### src/rtl/wsf_pkg.sv
package wsf_pkg;
   typedef enum logic [2:0] {
      OP_NOP  = 3'd0,
      OP_ADD  = 3'd1,
      OP_SUB  = 3'd2,
      OP_DIV  = 3'd3,
      OP_XFER = 3'd4
   } wsf_op_e;

   localparam int NUM_BITS = 3;
   localparam int BIT_MODE = 0;
   localparam int BIT_OVF  = 1;
   localparam int BIT_NEG  = 2;
endpackage

### src/rtl/wsf_width_sel.sv
module wsf_width_sel #(
   parameter int WIDE_W   = 16,
   parameter int NARROW_W = 8
) (
   input  logic              narrow,
   input  logic [WIDE_W-1:0] a,
   input  logic [WIDE_W-1:0] b,
   input  logic [WIDE_W-1:0] r,
   output logic              sgn_a,
   output logic              sgn_b,
   output logic              sgn_r,
   output logic [WIDE_W-1:0] a_sx,
   output logic [WIDE_W-1:0] b_sx
);
   localparam int EXT_W = WIDE_W - NARROW_W;

   logic [WIDE_W-1:0] a_n;
   logic [WIDE_W-1:0] b_n;

   always_comb begin
      a_n = {{EXT_W{a[NARROW_W-1]}}, a[NARROW_W-1:0]};
      b_n = {{EXT_W{b[NARROW_W-1]}}, b[NARROW_W-1:0]};
      sgn_a = narrow ? a[NARROW_W-1] : a[WIDE_W-1];
      sgn_b = narrow ? b[NARROW_W-1] : b[WIDE_W-1];
      sgn_r = narrow ? r[NARROW_W-1] : r[WIDE_W-1];
      a_sx  = narrow ? a_n : a;
      b_sx  = narrow ? b_n : b;
   end
endmodule

### src/rtl/wsf_ovf_calc.sv
module wsf_ovf_calc #(
   parameter int WIDE_W    = 16,
   parameter int NARROW_W  = 8,
   parameter int OVF_STYLE = 0
) (
   input  logic              narrow,
   input  logic              is_sub,
   input  logic              sgn_a,
   input  logic              sgn_b,
   input  logic              sgn_r,
   input  logic [WIDE_W-1:0] a_sx,
   input  logic [WIDE_W-1:0] b_sx,
   output logic              ovf
);
   localparam int XW = WIDE_W + 1;

   generate
      if (OVF_STYLE == 0) begin : g_sign
         always_comb begin
            if (is_sub)
               ovf = (sgn_a != sgn_b) && (sgn_r != sgn_a);
            else
               ovf = (sgn_a == sgn_b) && (sgn_r != sgn_a);
         end
      end else begin : g_range
         localparam logic signed [XW-1:0] HI_W =
            {2'b00, {(WIDE_W-1){1'b1}}};
         localparam logic signed [XW-1:0] LO_W =
            {2'b11, {(WIDE_W-1){1'b0}}};
         localparam logic signed [XW-1:0] HI_N =
            {{(XW-NARROW_W+1){1'b0}}, {(NARROW_W-1){1'b1}}};
         localparam logic signed [XW-1:0] LO_N =
            {{(XW-NARROW_W+1){1'b1}}, {(NARROW_W-1){1'b0}}};

         logic signed [XW-1:0] ax;
         logic signed [XW-1:0] bx;
         logic signed [XW-1:0] sum;
         logic signed [XW-1:0] hi;
         logic signed [XW-1:0] lo;

         always_comb begin
            ax  = $signed({a_sx[WIDE_W-1], a_sx});
            bx  = $signed({b_sx[WIDE_W-1], b_sx});
            sum = is_sub ? (ax - bx) : (ax + bx);
            hi  = narrow ? HI_N : HI_W;
            lo  = narrow ? LO_N : LO_W;
            ovf = (sum > hi) || (sum < lo);
         end
      end
   endgenerate
endmodule

### src/rtl/wsf_flag_reg.sv
module wsf_flag_reg
   import wsf_pkg::*;
#(
   parameter int N_BITS = NUM_BITS
) (
   input  logic              clk,
   input  logic              rst_n,
   input  logic [N_BITS-1:0] upd,
   input  logic [N_BITS-1:0] nxt,
   input  logic              set_flags,
   input  logic              clr_flags,
   input  logic [N_BITS-1:0] mask,
   input  logic [N_BITS-1:0] clr_extra,
   output logic [N_BITS-1:0] q
);
   logic [N_BITS-1:0] set_v;
   logic [N_BITS-1:0] clr_v;

   generate
      for (genvar i = 0; i < N_BITS; i++) begin : g_bit
         always_comb begin
            set_v[i] = set_flags && mask[i];
            clr_v[i] = (clr_flags && mask[i]) || clr_extra[i];
         end

         always_ff @(posedge clk or negedge rst_n) begin
            if (!rst_n)
               q[i] <= 1'b0;
            else if (set_v[i])
               q[i] <= 1'b1;
            else if (clr_v[i])
               q[i] <= 1'b0;
            else if (upd[i])
               q[i] <= nxt[i];
         end

         AST_SET_WINS: assert property (@(posedge clk) disable iff (!rst_n)
            (set_flags && mask[i]) |=> q[i]);

         AST_CMD_CLEARS: assert property (@(posedge clk) disable iff (!rst_n)
            (!(set_flags && mask[i]) && ((clr_flags && mask[i]) || clr_extra[i])) |=> !q[i]);
      end
   endgenerate
endmodule

### src/rtl/wsf_branch.sv
module wsf_branch (
   input  logic ovf,
   input  logic neg,
   output logic br_ovf_set,
   output logic br_ovf_clr,
   output logic br_minus,
   output logic br_plus
);
   always_comb begin
      br_ovf_set = ovf;
      br_ovf_clr = !ovf;
      br_minus   = neg;
      br_plus    = !neg;
   end
endmodule

### src/rtl/wsel_status_flags.sv
module wsel_status_flags
   import wsf_pkg::*;
#(
   parameter int WIDE_W    = 16,
   parameter int NARROW_W  = 8,
   parameter int OVF_STYLE = 0
) (
   input  logic              clk,
   input  logic              rst_n,
   input  logic [2:0]        op,
   input  logic [WIDE_W-1:0] opnd_a,
   input  logic [WIDE_W-1:0] opnd_b,
   input  logic [WIDE_W-1:0] result,
   input  logic              div_too_wide,
   input  logic              dec_mode,
   input  logic              set_flags,
   input  logic              clr_flags,
   input  logic [2:0]        flag_mask,
   input  logic              clr_mode,
   input  logic              clr_ovf,
   output logic              mode_narrow,
   output logic              flag_ovf,
   output logic              flag_neg,
   output logic              br_ovf_set,
   output logic              br_ovf_clr,
   output logic              br_minus,
   output logic              br_plus
);
   generate
      if (NARROW_W < 2 || NARROW_W >= WIDE_W) begin : g_bad_width
         $error("wsel_status_flags: NARROW_W must lie in 2..WIDE_W-1");
      end
      if (OVF_STYLE != 0 && OVF_STYLE != 1) begin : g_bad_style
         $error("wsel_status_flags: OVF_STYLE must be 0 or 1");
      end
   endgenerate

   wsf_op_e op_e;
   logic    is_addsub;
   logic    is_div;
   logic    is_xfer;
   logic    sgn_a, sgn_b, sgn_r;
   logic    ovf_arith;
   logic    arith_live;
   logic [WIDE_W-1:0]   a_sx, b_sx;
   logic [NUM_BITS-1:0] upd, nxt, clr_extra, q;

   always_comb begin
      op_e       = wsf_op_e'(op);
      is_addsub  = (op_e == OP_ADD) || (op_e == OP_SUB);
      is_div     = (op_e == OP_DIV);
      is_xfer    = (op_e == OP_XFER);
      arith_live = is_addsub && !dec_mode;
   end

   wsf_width_sel #(.WIDE_W(WIDE_W), .NARROW_W(NARROW_W)) u_wsel (
      .narrow (q[BIT_MODE]),
      .a      (opnd_a),
      .b      (opnd_b),
      .r      (result),
      .sgn_a  (sgn_a),
      .sgn_b  (sgn_b),
      .sgn_r  (sgn_r),
      .a_sx   (a_sx),
      .b_sx   (b_sx)
   );

   wsf_ovf_calc #(.WIDE_W(WIDE_W), .NARROW_W(NARROW_W), .OVF_STYLE(OVF_STYLE)) u_ovf (
      .narrow (q[BIT_MODE]),
      .is_sub (op_e == OP_SUB),
      .sgn_a  (sgn_a),
      .sgn_b  (sgn_b),
      .sgn_r  (sgn_r),
      .a_sx   (a_sx),
      .b_sx   (b_sx),
      .ovf    (ovf_arith)
   );

   always_comb begin
      upd[BIT_MODE]       = 1'b0;
      nxt[BIT_MODE]       = 1'b0;
      upd[BIT_OVF]        = arith_live || is_div;
      nxt[BIT_OVF]        = is_div ? div_too_wide : ovf_arith;
      upd[BIT_NEG]        = arith_live || is_xfer;
      nxt[BIT_NEG]        = sgn_r;
      clr_extra[BIT_MODE] = clr_mode;
      clr_extra[BIT_OVF]  = clr_ovf;
      clr_extra[BIT_NEG]  = 1'b0;
   end

   wsf_flag_reg #(.N_BITS(NUM_BITS)) u_regs (
      .clk       (clk),
      .rst_n     (rst_n),
      .upd       (upd),
      .nxt       (nxt),
      .set_flags (set_flags),
      .clr_flags (clr_flags),
      .mask      (flag_mask),
      .clr_extra (clr_extra),
      .q         (q)
   );

   wsf_branch u_br (
      .ovf        (q[BIT_OVF]),
      .neg        (q[BIT_NEG]),
      .br_ovf_set (br_ovf_set),
      .br_ovf_clr (br_ovf_clr),
      .br_minus   (br_minus),
      .br_plus    (br_plus)
   );

   assign mode_narrow = q[BIT_MODE];
   assign flag_ovf    = q[BIT_OVF];
   assign flag_neg    = q[BIT_NEG];

   AST_DEC_HOLD: assert property (@(posedge clk) disable iff (!rst_n)
      (dec_mode && is_addsub && !set_flags && !clr_flags && !clr_ovf)
      |=> ($stable(flag_ovf) && $stable(flag_neg)));

   AST_DIV_OVF: assert property (@(posedge clk) disable iff (!rst_n)
      (is_div && div_too_wide && !clr_flags && !clr_ovf) |=> flag_ovf);

   AST_NEG_NARROW: assert property (@(posedge clk) disable iff (!rst_n)
      (is_xfer && mode_narrow && !set_flags && !clr_flags)
      |=> (flag_neg == $past(result[NARROW_W-1])));

   AST_BR_TRACK: assert property (@(posedge clk) disable iff (!rst_n)
      (br_minus == flag_neg) && (br_ovf_set == flag_ovf));
endmodule

### config.mk
export PLATFORM = sky130hd
export DESIGN_NAME = wsel_status_flags
export DESIGN_NICKNAME = d
export VERILOG_FILES = /design/src/rtl/wsf_pkg.sv /design/src/rtl/wsf_width_sel.sv /design/src/rtl/wsf_ovf_calc.sv /design/src/rtl/wsf_flag_reg.sv /design/src/rtl/wsf_branch.sv /design/src/rtl/wsel_status_flags.sv
export SDC_FILE = /design/constraint.sdc
export NUM_CORES = 1
export LEC_CHECK = 0
export ABC_AREA = 1
export BUFFER_PORTS_ARGS = -buffer_cell sky130_fd_sc_hd__buf_2
export CAP_MARGIN = 20
export CORE_MARGIN = 5
export CORE_UTILIZATION = 25
export DETAILED_ROUTE_END_ITERATION = 8
export PLACE_DENSITY = 0.93
export SKIP_CTS_REPAIR_TIMING = 1
export SYNTH_ARGS = -nofsm -noshare
export SYNTH_HDL_FRONTEND = slang
export SYNTH_SLANG_ARGS = --single-unit
### constraint.sdc
create_clock -name clk -period 2.4 [get_ports clk]
set_input_delay 0.48 -clock clk [delete_from_list [all_inputs] [get_ports clk]]
set_output_delay 0.48 -clock clk [all_outputs]
set_load 0.05 [all_outputs]
==> results by group <==
Setup path
  – Critical Path RT: 1.92 ns
  – CP max stage delay: 0.46 ns
  – CP cell instances: buf_2
  – CP Class: flip-flop to primary output
  – Worst Path Arrival: 1.00 ns
  – CP max FO: 7
  – FF-to-FF setup slack: 1.24 ns
  – Worst r2r src: u_regs.q[0]$_DFFE_PN0P_
  – Top Family by Delay on Critical Path: flip-flops
  – Worst Path Buf+Inv: 1
  – CP Capture Type: primary output
  – Slowest cell on crit path: dfrtp_1
  – Worst R2R Path Depth: 10
  – Setup crit start kind: flip-flop
  – Reg2reg end: u_regs.q[1]$_DFFE_PN0P_

Drt
  – DRC: 0
  – DR vias: 430
  – Post-route ant nets: 0
  – Drt via density: 4.13
  – DRT Pass-1 Iters: 4
  – Mean routed wirelength per cell: 8.92 um
  – Final WL: 928 um
  – First DRT Iteration DRCs: 3

Layout
  – Share of cells above drive strength 1: 38.2%
  – Layout area overhead: 48.3%
  – Area taken by multi-input logic gates: 211 sq um
  – FF+latch area: 75.1 sq um
  – N_diodes: 0
  – Fin area: 492 sq um
  – Nets@finish: 152
  – Top reg by flops: u_regs.q
  – Largest registers: u_regs.q: 3 flops
  – Max reg flops: 3
  – Filler Cells Inserted: 136

Floorplanning
  – Die extent in x: 46.4 um
  – Total I/O pin count: 69
  – Row Count: 13
  – CORE AREA: 1280 sq um
  – Die area: 2150 sq um
  – Initial Util: 25.8%
  – Chip height: 46.4 um

STA
  – RSZ-0062 raised after global routing: false
  – Crit share post-route: 61.6%
  – Fin crit period: 1.48 ns
  – Clk_skew: 0.00529 ns
  – Worst Tran Pin Value: 0.249 ns
  – Setup-failing EPs final: 0
  – Slew Limit Fails: 0
  – Hold Vio Cnt, Final: 0
  – Worst setup margin: 0.921 ns
  – Total negative slack: 0 ns
  – Achievable Freq: 676 MHz
  – Max_slew headroom: 83.5%

Clock tree
  – CTS buffer count: 3
  – Clock-pin slew on the worst setup and hold paths: 0.04 ns
  – CTS root buffer: clkbuf_4
  – Insertion delay to the later sink of the worst-skew pair: 0.23 ns
  – Clk sinks: 3
  – CTS tree: built
  – Clk buf depth: 2
  – H-tree depth: 1

Synthesis
  – Synth top area share: 31.7%
  – Top cells by area, synth: nand2_1 (32%), dfrtp_1 (23%), nor2_1 (9.1%), inv_1 (7.9%), nand3_1 (6.0%)
  – Top FF cell, synth: dfrtp_1
  – Mapped cell area: 332 sq um
  – Post-Syn Instances: 61
  – Sequential share of the synthesized area: 22.6%
  – Most frequent cell after synthesis: nand2_1
  – Flops & latches, synth: 3
  – Number of synthesized flops with an enable pin: 0
  – Post-synth top area cell: nand2_1
  – Syn. warnings: 0
  – Post-Syn Nets: 123
  – Top cells by count, synth: nand2_1 (28), nor2_1 (8), inv_1 (7)
  – Post-Syn Area per Cell: 5.44 sq um
  – Async set-reset flop share out of synthesis: 100%
  – Distinct cells, synth: 13

Power and ir drop
  – Pwr Density: 584 nW/um^2
  – Lkg Pwr: 0.315 nW
  – VDD IR max: 366 uV

Global routing
  – Vias in the first global route: 386
  – First-pass GRT wire length: 1350 um
  – Antenna violations before repair: 0
  – Largest net degree at the start of global routing: 8
  – Total track usage: 8.87%
  – GRT overflow: 0

Placed design
  – RD Place Congestion: 0.749
  – Post-DP Area: 465 sq um
  – Dpl hpwl: 814 um
  – # port buffers: 26
  – Pre-CTS setup slack: 1.02 ns

Job
  – Max Cap Viol: 0

Outcome
  – Status: completed

Hold path
  – Hold WC Path Type: input port to async pin
-- through the flow --
step	power [mW]	instances	hold slack [ns]	util, %
floorplan	0.167	61	0.184	-
global placement	0.199	100	0.275	36.2
detailed placement	0.202	100	0.277	36.2
CTS	0.293	104	0.0284	38.3
global route	0.308	104	0.0315	38.3
finish	0.287	104	0.0332	38.3
-- worst max path at each step --
stage,start,to,cells after the start
floorplan,u_regs.q[1]$_DFFE_PN0P_,br_ovf_clr,1
global placement,op[0],u_regs.q[2]$_DFFE_PN0P_,7
detailed placement,op[0],u_regs.q[2]$_DFFE_PN0P_,7
CTS,u_regs.q[0]$_DFFE_PN0P_,mode_narrow,1
global route,u_regs.q[0]$_DFFE_PN0P_,mode_narrow,1
finish,u_regs.q[0]$_DFFE_PN0P_,mode_narrow,1
-- cell usage in the layout, fill, tap and decap left out --
master / n
clkbuf_4: 3
o211ai_1: 1
dfrtp_1: 3
nor2_1: 8
inv_2: 1
clkbuf_1: 1
a21o_1: 1
nand2_2: 3
a21oi_2: 1
buf_2: 26
a22o_1: 1
a21oi_1: 1
inv_1: 7
nand2_1: 28
nand3_1: 4
-- layout make-up --
type                    instances  area share [%]
inverters                       8            6.11
clock buffers                   4            5.34
flip-flops and latches          3            15.3
repair buffers                 26            26.5
multi-input cells              48            43.0
well taps                      15            3.82
-- cells by family after synthesis --
logic type             count (synthesis)  share of synthesized area (%)
and+or+nand+nor                       43                           52.5
buffers and inverters                 10                           13.6
AOI/OAI and AO/OA                      5                           11.3
DFF                                    3                           22.6
-- report_power, final --
| group | internal (mW) | switching, mW |
|---|---|---|
| Combinational | 0.0397 | 0.0964 |
| Clock | 0.0622 | 0.0249 |
| Sequential | 0.0571 | 0.00716 |
-- layer usage --
metal	share of wire, %	track usage, %	up-vias	wire, um
li1	-	-	241	-
met1	42	9.03	174	386
met2	48	14.6	15	446
met3	10	4.30	0	95
met4	0	5.11	0	0
met5	0	0	-	0
Note: power is estimated with default switching activity, not from simulation.
